===== src/rtl/tpose_pkg.sv =====
package tpose_pkg;
  localparam int SLOTS = 2;
  typedef logic slot_t;
  function automatic slot_t flip(slot_t s);
    return ~s;
  endfunction
endpackage


===== src/rtl/tpose_wr_ctrl.sv =====
module tpose_wr_ctrl #(
  parameter int N = 8,
  localparam int LN = $clog2(N),
  localparam int AW = 2 * LN
) (
  input  logic              clk,
  input  logic              rst_n,
  input  logic              accept,
  output logic [AW-1:0]     wr_addr,
  output tpose_pkg::slot_t  wr_slot,
  output logic              wr_last
);
  logic [LN-1:0] col_q, row_q;

  // transposed placement: column index selects the stored row
  assign wr_addr = {col_q, row_q};
  assign wr_last = (col_q == LN'(N - 1)) && (row_q == LN'(N - 1));

  always_ff @(posedge clk or negedge rst_n) begin
    if (!rst_n) begin
      col_q   <= '0;
      row_q   <= '0;
      wr_slot <= 1'b0;
    end else if (accept) begin
      if (col_q == LN'(N - 1)) begin
        col_q <= '0;
        if (row_q == LN'(N - 1)) begin
          row_q   <= '0;
          wr_slot <= tpose_pkg::flip(wr_slot);
        end else begin
          row_q <= row_q + 1'b1;
        end
      end else begin
        col_q <= col_q + 1'b1;
      end
    end
  end
endmodule


===== src/rtl/tpose_fetch.sv =====
module tpose_fetch #(
  parameter int N = 8,
  localparam int LN = $clog2(N),
  localparam int AW = 2 * LN
) (
  input  logic              clk,
  input  logic              rst_n,
  input  logic              take,
  output logic [AW-1:0]     rd_addr,
  output tpose_pkg::slot_t  rd_slot,
  output logic              rd_last
);
  assign rd_last = (rd_addr == AW'(N * N - 1));

  always_ff @(posedge clk or negedge rst_n) begin
    if (!rst_n) begin
      rd_addr <= '0;
      rd_slot <= 1'b0;
    end else if (take) begin
      rd_addr <= rd_addr + 1'b1;
      if (rd_last) rd_slot <= tpose_pkg::flip(rd_slot);
    end
  end
endmodule


===== src/rtl/tpose_store.sv =====
module tpose_store #(
  parameter int N = 8,
  parameter int W = 16,
  localparam int LN = $clog2(N),
  localparam int AW = 2 * LN,
  localparam int DEPTH = N * N
) (
  input  logic              clk,
  input  logic              we,
  input  tpose_pkg::slot_t  wslot,
  input  logic [AW-1:0]     waddr,
  input  logic [W-1:0]      wdata,
  input  tpose_pkg::slot_t  rslot,
  input  logic [AW-1:0]     raddr,
  output logic [W-1:0]      rdata
);
  logic [W-1:0] rd_each [tpose_pkg::SLOTS];

  for (genvar s = 0; s < tpose_pkg::SLOTS; s++) begin : g_slot
    logic [W-1:0] cells [DEPTH];
    always_ff @(posedge clk) begin
      if (we && (int'(wslot) == s)) cells[waddr] <= wdata;
    end
    assign rd_each[s] = cells[raddr];
  end

  assign rdata = rd_each[rslot];
endmodule


===== src/rtl/tpose_buffer.sv =====
module tpose_buffer #(
  parameter int N = 8,
  parameter int W = 16,
  localparam int LN = $clog2(N),
  localparam int AW = 2 * LN
) (
  input  logic         clk,
  input  logic         rst_n,
  input  logic         in_valid,
  input  logic [W-1:0] in_data,
  output logic         in_ready,
  output logic         out_valid,
  output logic [W-1:0] out_data,
  input  logic         out_ready,
  output logic         both_pending
);
  logic [tpose_pkg::SLOTS-1:0] pend_q;
  logic [AW-1:0]    wr_addr, rd_addr;
  tpose_pkg::slot_t wr_slot, rd_slot;
  logic             wr_last, rd_last;
  logic             acc_w, acc_r;

  assign in_ready     = ~pend_q[wr_slot];
  assign out_valid    = pend_q[rd_slot];
  assign both_pending = &pend_q;
  assign acc_w        = in_valid & in_ready;
  assign acc_r        = out_valid & out_ready;

  tpose_wr_ctrl #(.N(N)) wr_i (
    .clk(clk), .rst_n(rst_n), .accept(acc_w),
    .wr_addr(wr_addr), .wr_slot(wr_slot), .wr_last(wr_last)
  );

  tpose_fetch #(.N(N)) rd_i (
    .clk(clk), .rst_n(rst_n), .take(acc_r),
    .rd_addr(rd_addr), .rd_slot(rd_slot), .rd_last(rd_last)
  );

  tpose_store #(.N(N), .W(W)) mem_i (
    .clk(clk), .we(acc_w), .wslot(wr_slot), .waddr(wr_addr), .wdata(in_data),
    .rslot(rd_slot), .raddr(rd_addr), .rdata(out_data)
  );

  always_ff @(posedge clk or negedge rst_n) begin
    if (!rst_n) begin
      pend_q <= '0;
    end else begin
      for (int s = 0; s < tpose_pkg::SLOTS; s++) begin
        if (acc_w && wr_last && (int'(wr_slot) == s)) pend_q[s] <= 1'b1;
        else if (acc_r && rd_last && (int'(rd_slot) == s)) pend_q[s] <= 1'b0;
      end
    end
  end
endmodule


===== config.mk =====
export PLATFORM = sky130hd
export DESIGN_NAME = tpose_buffer
export DESIGN_NICKNAME = d
export VERILOG_FILES = /design/src/rtl/tpose_pkg.sv /design/src/rtl/tpose_wr_ctrl.sv /design/src/rtl/tpose_fetch.sv /design/src/rtl/tpose_store.sv /design/src/rtl/tpose_buffer.sv
export SDC_FILE = /design/constraint.sdc
export NUM_CORES = 2
export LEC_CHECK = 0
export ABC_AREA = 1
export BUFFER_PORTS_ARGS = -buffer_cell sky130_fd_sc_hd__buf_2
export CORE_MARGIN = 5
export CORE_UTILIZATION = 45
export CTS_CLUSTER_SIZE = 14
export DETAILED_ROUTE_END_ITERATION = 10
export HOLD_SLACK_MARGIN = 0.06
export PLACE_DENSITY_LB_ADDON = 0.08
export SLEW_MARGIN = 20
export SYNTH_ARGS = -nofsm -noshare
export SYNTH_HDL_FRONTEND = slang
export SYNTH_SLANG_ARGS = --single-unit

===== constraint.sdc =====
create_clock -name clk -period 3.5 [get_ports clk]
set_input_delay 0.35 -clock clk [delete_from_list [all_inputs] [get_ports clk]]
set_output_delay 0.35 -clock clk [all_outputs]
set_load 0.02 [all_outputs]

==> run summary <==
Synthesis-stage register bit count = 2064
Min Hold Slack = 0.159 ns
Largest net degree at the start of global routing = 87
Async set-or-reset flop fraction in the synthesized netlist = 0.00775
Count of pins over their slew limit = 0
Outcome = complete, but fails checks
Placer congestion estimate = 0.884
Pwr/cell area = 853 nW/um2
Number of antenna violations at the first check in global routing = 7
Prevailing post-synth register cell = sky130_fd_sc_hd__edfxtp_1
Final setup fails = 16
Chip width = 451 um
Register area share after synthesis = 0.708
Router iterations before antenna repair = 6
Shortest clock period the worst path allows after layout = 3.85 ns
Delay of the slowest cell on the worst path = 0.57 ns
# Max-Cap Violations = 0
Nets = 8688
Post-synth EDFFs = 2048
First-iteration detailed-routing DRC count = 5896
Aggregate global routing overflow = 0
Detailed Route WL = 279000 um
Port buffer count = 38
Most frequent cell on the critical path = sky130_fd_sc_hd__nand2_1
Series of cell instances along the critical path = buf_16 > buf_12 > clkbuf_16 > buf_12 > clkbuf_16 > nand2_1 > nand3_1 > nand2_1 > nand2_1 > nand2_2 > inv_2 > nand2_4 > nand2_2 > nand3_2 > nor2_4 > nor2_4 > buf_6
Worst rel slew slack = 0.252
Dominant cells by area after synthesis = sky130_fd_sc_hd__edfxtp_1, sky130_fd_sc_hd__nand2_1, sky130_fd_sc_hd__nand3_1
Crit Path Max Fanout = 8
Data required time of the worst path = 3.15 ns
Total routing usage reported by global routing = 0.266
Area of the die = 203000 um2
Number of buffers added by the clock tree synthesis step = 217
DP Area = 93600 um2
Count of fill cells added during filler insertion = 16600
Number of nets still failing antenna checks after routing = 0
Kind of capture point of the worst setup path = primary output
Slew at the pin closest to its max-slew limit = 1.12 ns
Setup repair after global routing missed its margin = true
Post-synth cell types = 25
Cell taking the most area after synthesis = sky130_fd_sc_hd__edfxtp_1
Final hold violation count = 0
CTS max path bufs = 3
Number of design rule violations left after detail routing = 0
VDD IR max = 0.835 mV
Maximum clock skew at final layout = 0.0255 ns
Share of post-route cells with drive strength above 1 = 0.156
Max Freq = 260 MHz
CP max stage cell = sky130_fd_sc_hd__dfrtp_4
I/O pin count = 39
Proportion of netlist area held by the largest area contributor = 0.703
Leakage dissipation = 0.0416 uW
Initial cell density of the core = 0.453
First-pass GRT wire length = 399000 um
Floorplan row count = 161
Number of global-route vias before repair = 57000
Post-route worst setup slack = -0.351 ns
Most frequent cells in the layout = sky130_fd_sc_hd__nand2_1, sky130_fd_sc_hd__edfxtp_1, sky130_fd_sc_hd__nor2_1
Register clock-pin slew on the reported worst setup and hold paths = 0.06 ns
Startpoint type of the worst setup path = register
Number of clock sinks seen by CTS = 2064
Violations in the final reports = negative setup slack
Vias/cell = 5.32
Synth Cell Area = 87400 um2
Most frequent standard cell in the layout excluding fill and tap cells = sky130_fd_sc_hd__nand2_1
Deepest level of the CTS H-tree = 4
Data arrival time at the worst-slack endpoint = 3.50 ns
Synthesized netlist cell count = 8303
Insertion delay to the later sink of the worst-skew pair = 0.87 ns
Post-DP HPWL = 162000 um
Critical path class = reg -> out
Per-instance average area after synthesis = 10.5 um2
Number of nets produced by synthesis = 8328
Routed len/inst = 24.5 um
Design Area, Final = 105000 um2
Synthesis-to-layout area growth = 20.4%
Core ar. = 193000 um2
Syn. warnings = 0
CTS Root Buffer Type = sky130_fd_sc_hd__clkbuf_16
Portion of the clock cycle consumed by the worst path in the final layout = 1.10
Worst min path class = in -> reg
Total vias in the final route = 60600
Die Y-Extent = 451 um
CTS tree = yes
[sequential cells by signal, summed over array words and instances, names as in the netlist]
signal	cells
mem_i.g_slot.cells	2048
pend_q	2
rd_i.rd_addr	6
rd_i.rd_slot	1
wr_i.col_q	3
wr_i.row_q	3
wr_i.wr_slot	1
[cell families after synthesis]
logic type / share of synthesized area
and+or+nand+nor: 0.205
DFF: 0.708
buffers and inverters: 0.0599
AOI/OAI and AO/OA: 0.0256
xor gates and xnor gates: 0.000601
adders and majority gates: 0.000716
[routing by layer]
layer,GRT usage,routed length [um],vias to the layer above
met2,0.421,129000,2214
met3,0.0352,18800,410
met1,0.380,120000,29900
met4,0.0940,10400,0
met5,0,0,-
li1,-,-,28100
[cell type report]
type	instances	area, um2	area share
inverters	854	3260	0.0310
well taps	2526	3160	0.0300
repair inverters	3	33.8	0.000321
repair buffers	577	7420	0.0705
clock buffers	264	5610	0.0533
flip-flops and latches	2064	61900	0.588
clock inverters	144	1340	0.0128
diodes	3	7.51	0.0000713
multi-input cells	4946	22500	0.214
[cells in the mapped netlist, types with 3 or more instances]
library cell               number
sky130_fd_sc_hd__a21oi_1       30
sky130_fd_sc_hd__edfxtp_1    2048
sky130_fd_sc_hd__o211ai_1      14
sky130_fd_sc_hd__inv_1        846
sky130_fd_sc_hd__o21ai_0      374
sky130_fd_sc_hd__o21ai_1       23
sky130_fd_sc_hd__xor2_1         6
sky130_fd_sc_hd__buf_1         59
sky130_fd_sc_hd__buf_4         35
sky130_fd_sc_hd__nor2_1      1047
sky130_fd_sc_hd__buf_2        179
sky130_fd_sc_hd__clkbuf_1     163
sky130_fd_sc_hd__nand3_1      807
sky130_fd_sc_hd__clkinv_1       4
sky130_fd_sc_hd__buf_6          3
sky130_fd_sc_hd__or2_2          7
sky130_fd_sc_hd__and3_1         4
sky130_fd_sc_hd__nor3_1        21
sky130_fd_sc_hd__nand2_1     2606
sky130_fd_sc_hd__ha_1           5
sky130_fd_sc_hd__inv_2          3
sky130_fd_sc_hd__dfrtp_1       16
[metrics by stage]
| step | total power, uW | TNS (ns) | worst slack (ns) | utilization | instances |
|---|---|---|---|---|---|
| finish | 89800 | -4.49 | -0.351 | 0.546 | 11400 |
| global route | 93700 | -5.78 | -0.424 | 0.545 | 11400 |
| CTS | 86900 | -6.22 | -0.436 | 0.534 | 11300 |
| detailed placement | 60200 | -0.149 | -0.0909 | 0.485 | 10900 |
| global placement | 60100 | -0.175 | -0.0950 | 0.485 | 10900 |
| floorplan | 45400 | 0 | 0.537 | - | 8303 |
[worst max-delay path: cells and delay by family, from the launching register on]
family,cells,cell delay [ns]
buf+inv,7,1.08
simple gates,10,0.97
flops,1,0.57
[report_power, final]
group / internal [uW] / switching [uW] / leakage, uW / total (uW)
clock network: 12800 / 9820 / 0.00339 / 22600
logic: 13300 / 26100 / 0.0196 / 39400
registers: 27600 / 249 / 0.0186 / 27800
total: 53700 / 36100 / 0.0416 / 89800
[timing repair]
action                                 CTS  global route
resized for setup                      370           439
setup endpoints to repair               16            16
endpoints found under the hold margin  467             0
hold buffers                            20             0
pin swaps                               68           196
setup buffers                           27            25
cloned                                  28            27
[path summary, 6_finish.rpt]
| kind | start | end | slack (ns) | cells after the start |
|---|---|---|---|---|
| worst max register to register | wr_i.row_q[0] | mem_i.g_slot[1].cells[3][10] | 0.89 | 6 |
| min in group asynchronous | rst_n | rd_i.rd_addr[4] | 0.58 | 3 |
| max in group asynchronous | rst_n | rd_i.rd_addr[1] | 1.61 | 4 |
| worst max-delay path | rd_i.rd_addr[0] | out_data[2] | -0.35 | 17 |
| worst min register to register | pend_q[0] | pend_q[0] | 0.57 | 2 |
| worst min-delay path | in_data[2] | mem_i.g_slot[1].cells[21][2] | 0.16 | 1 |
Note: power is estimated with default switching activity, not from simulation.
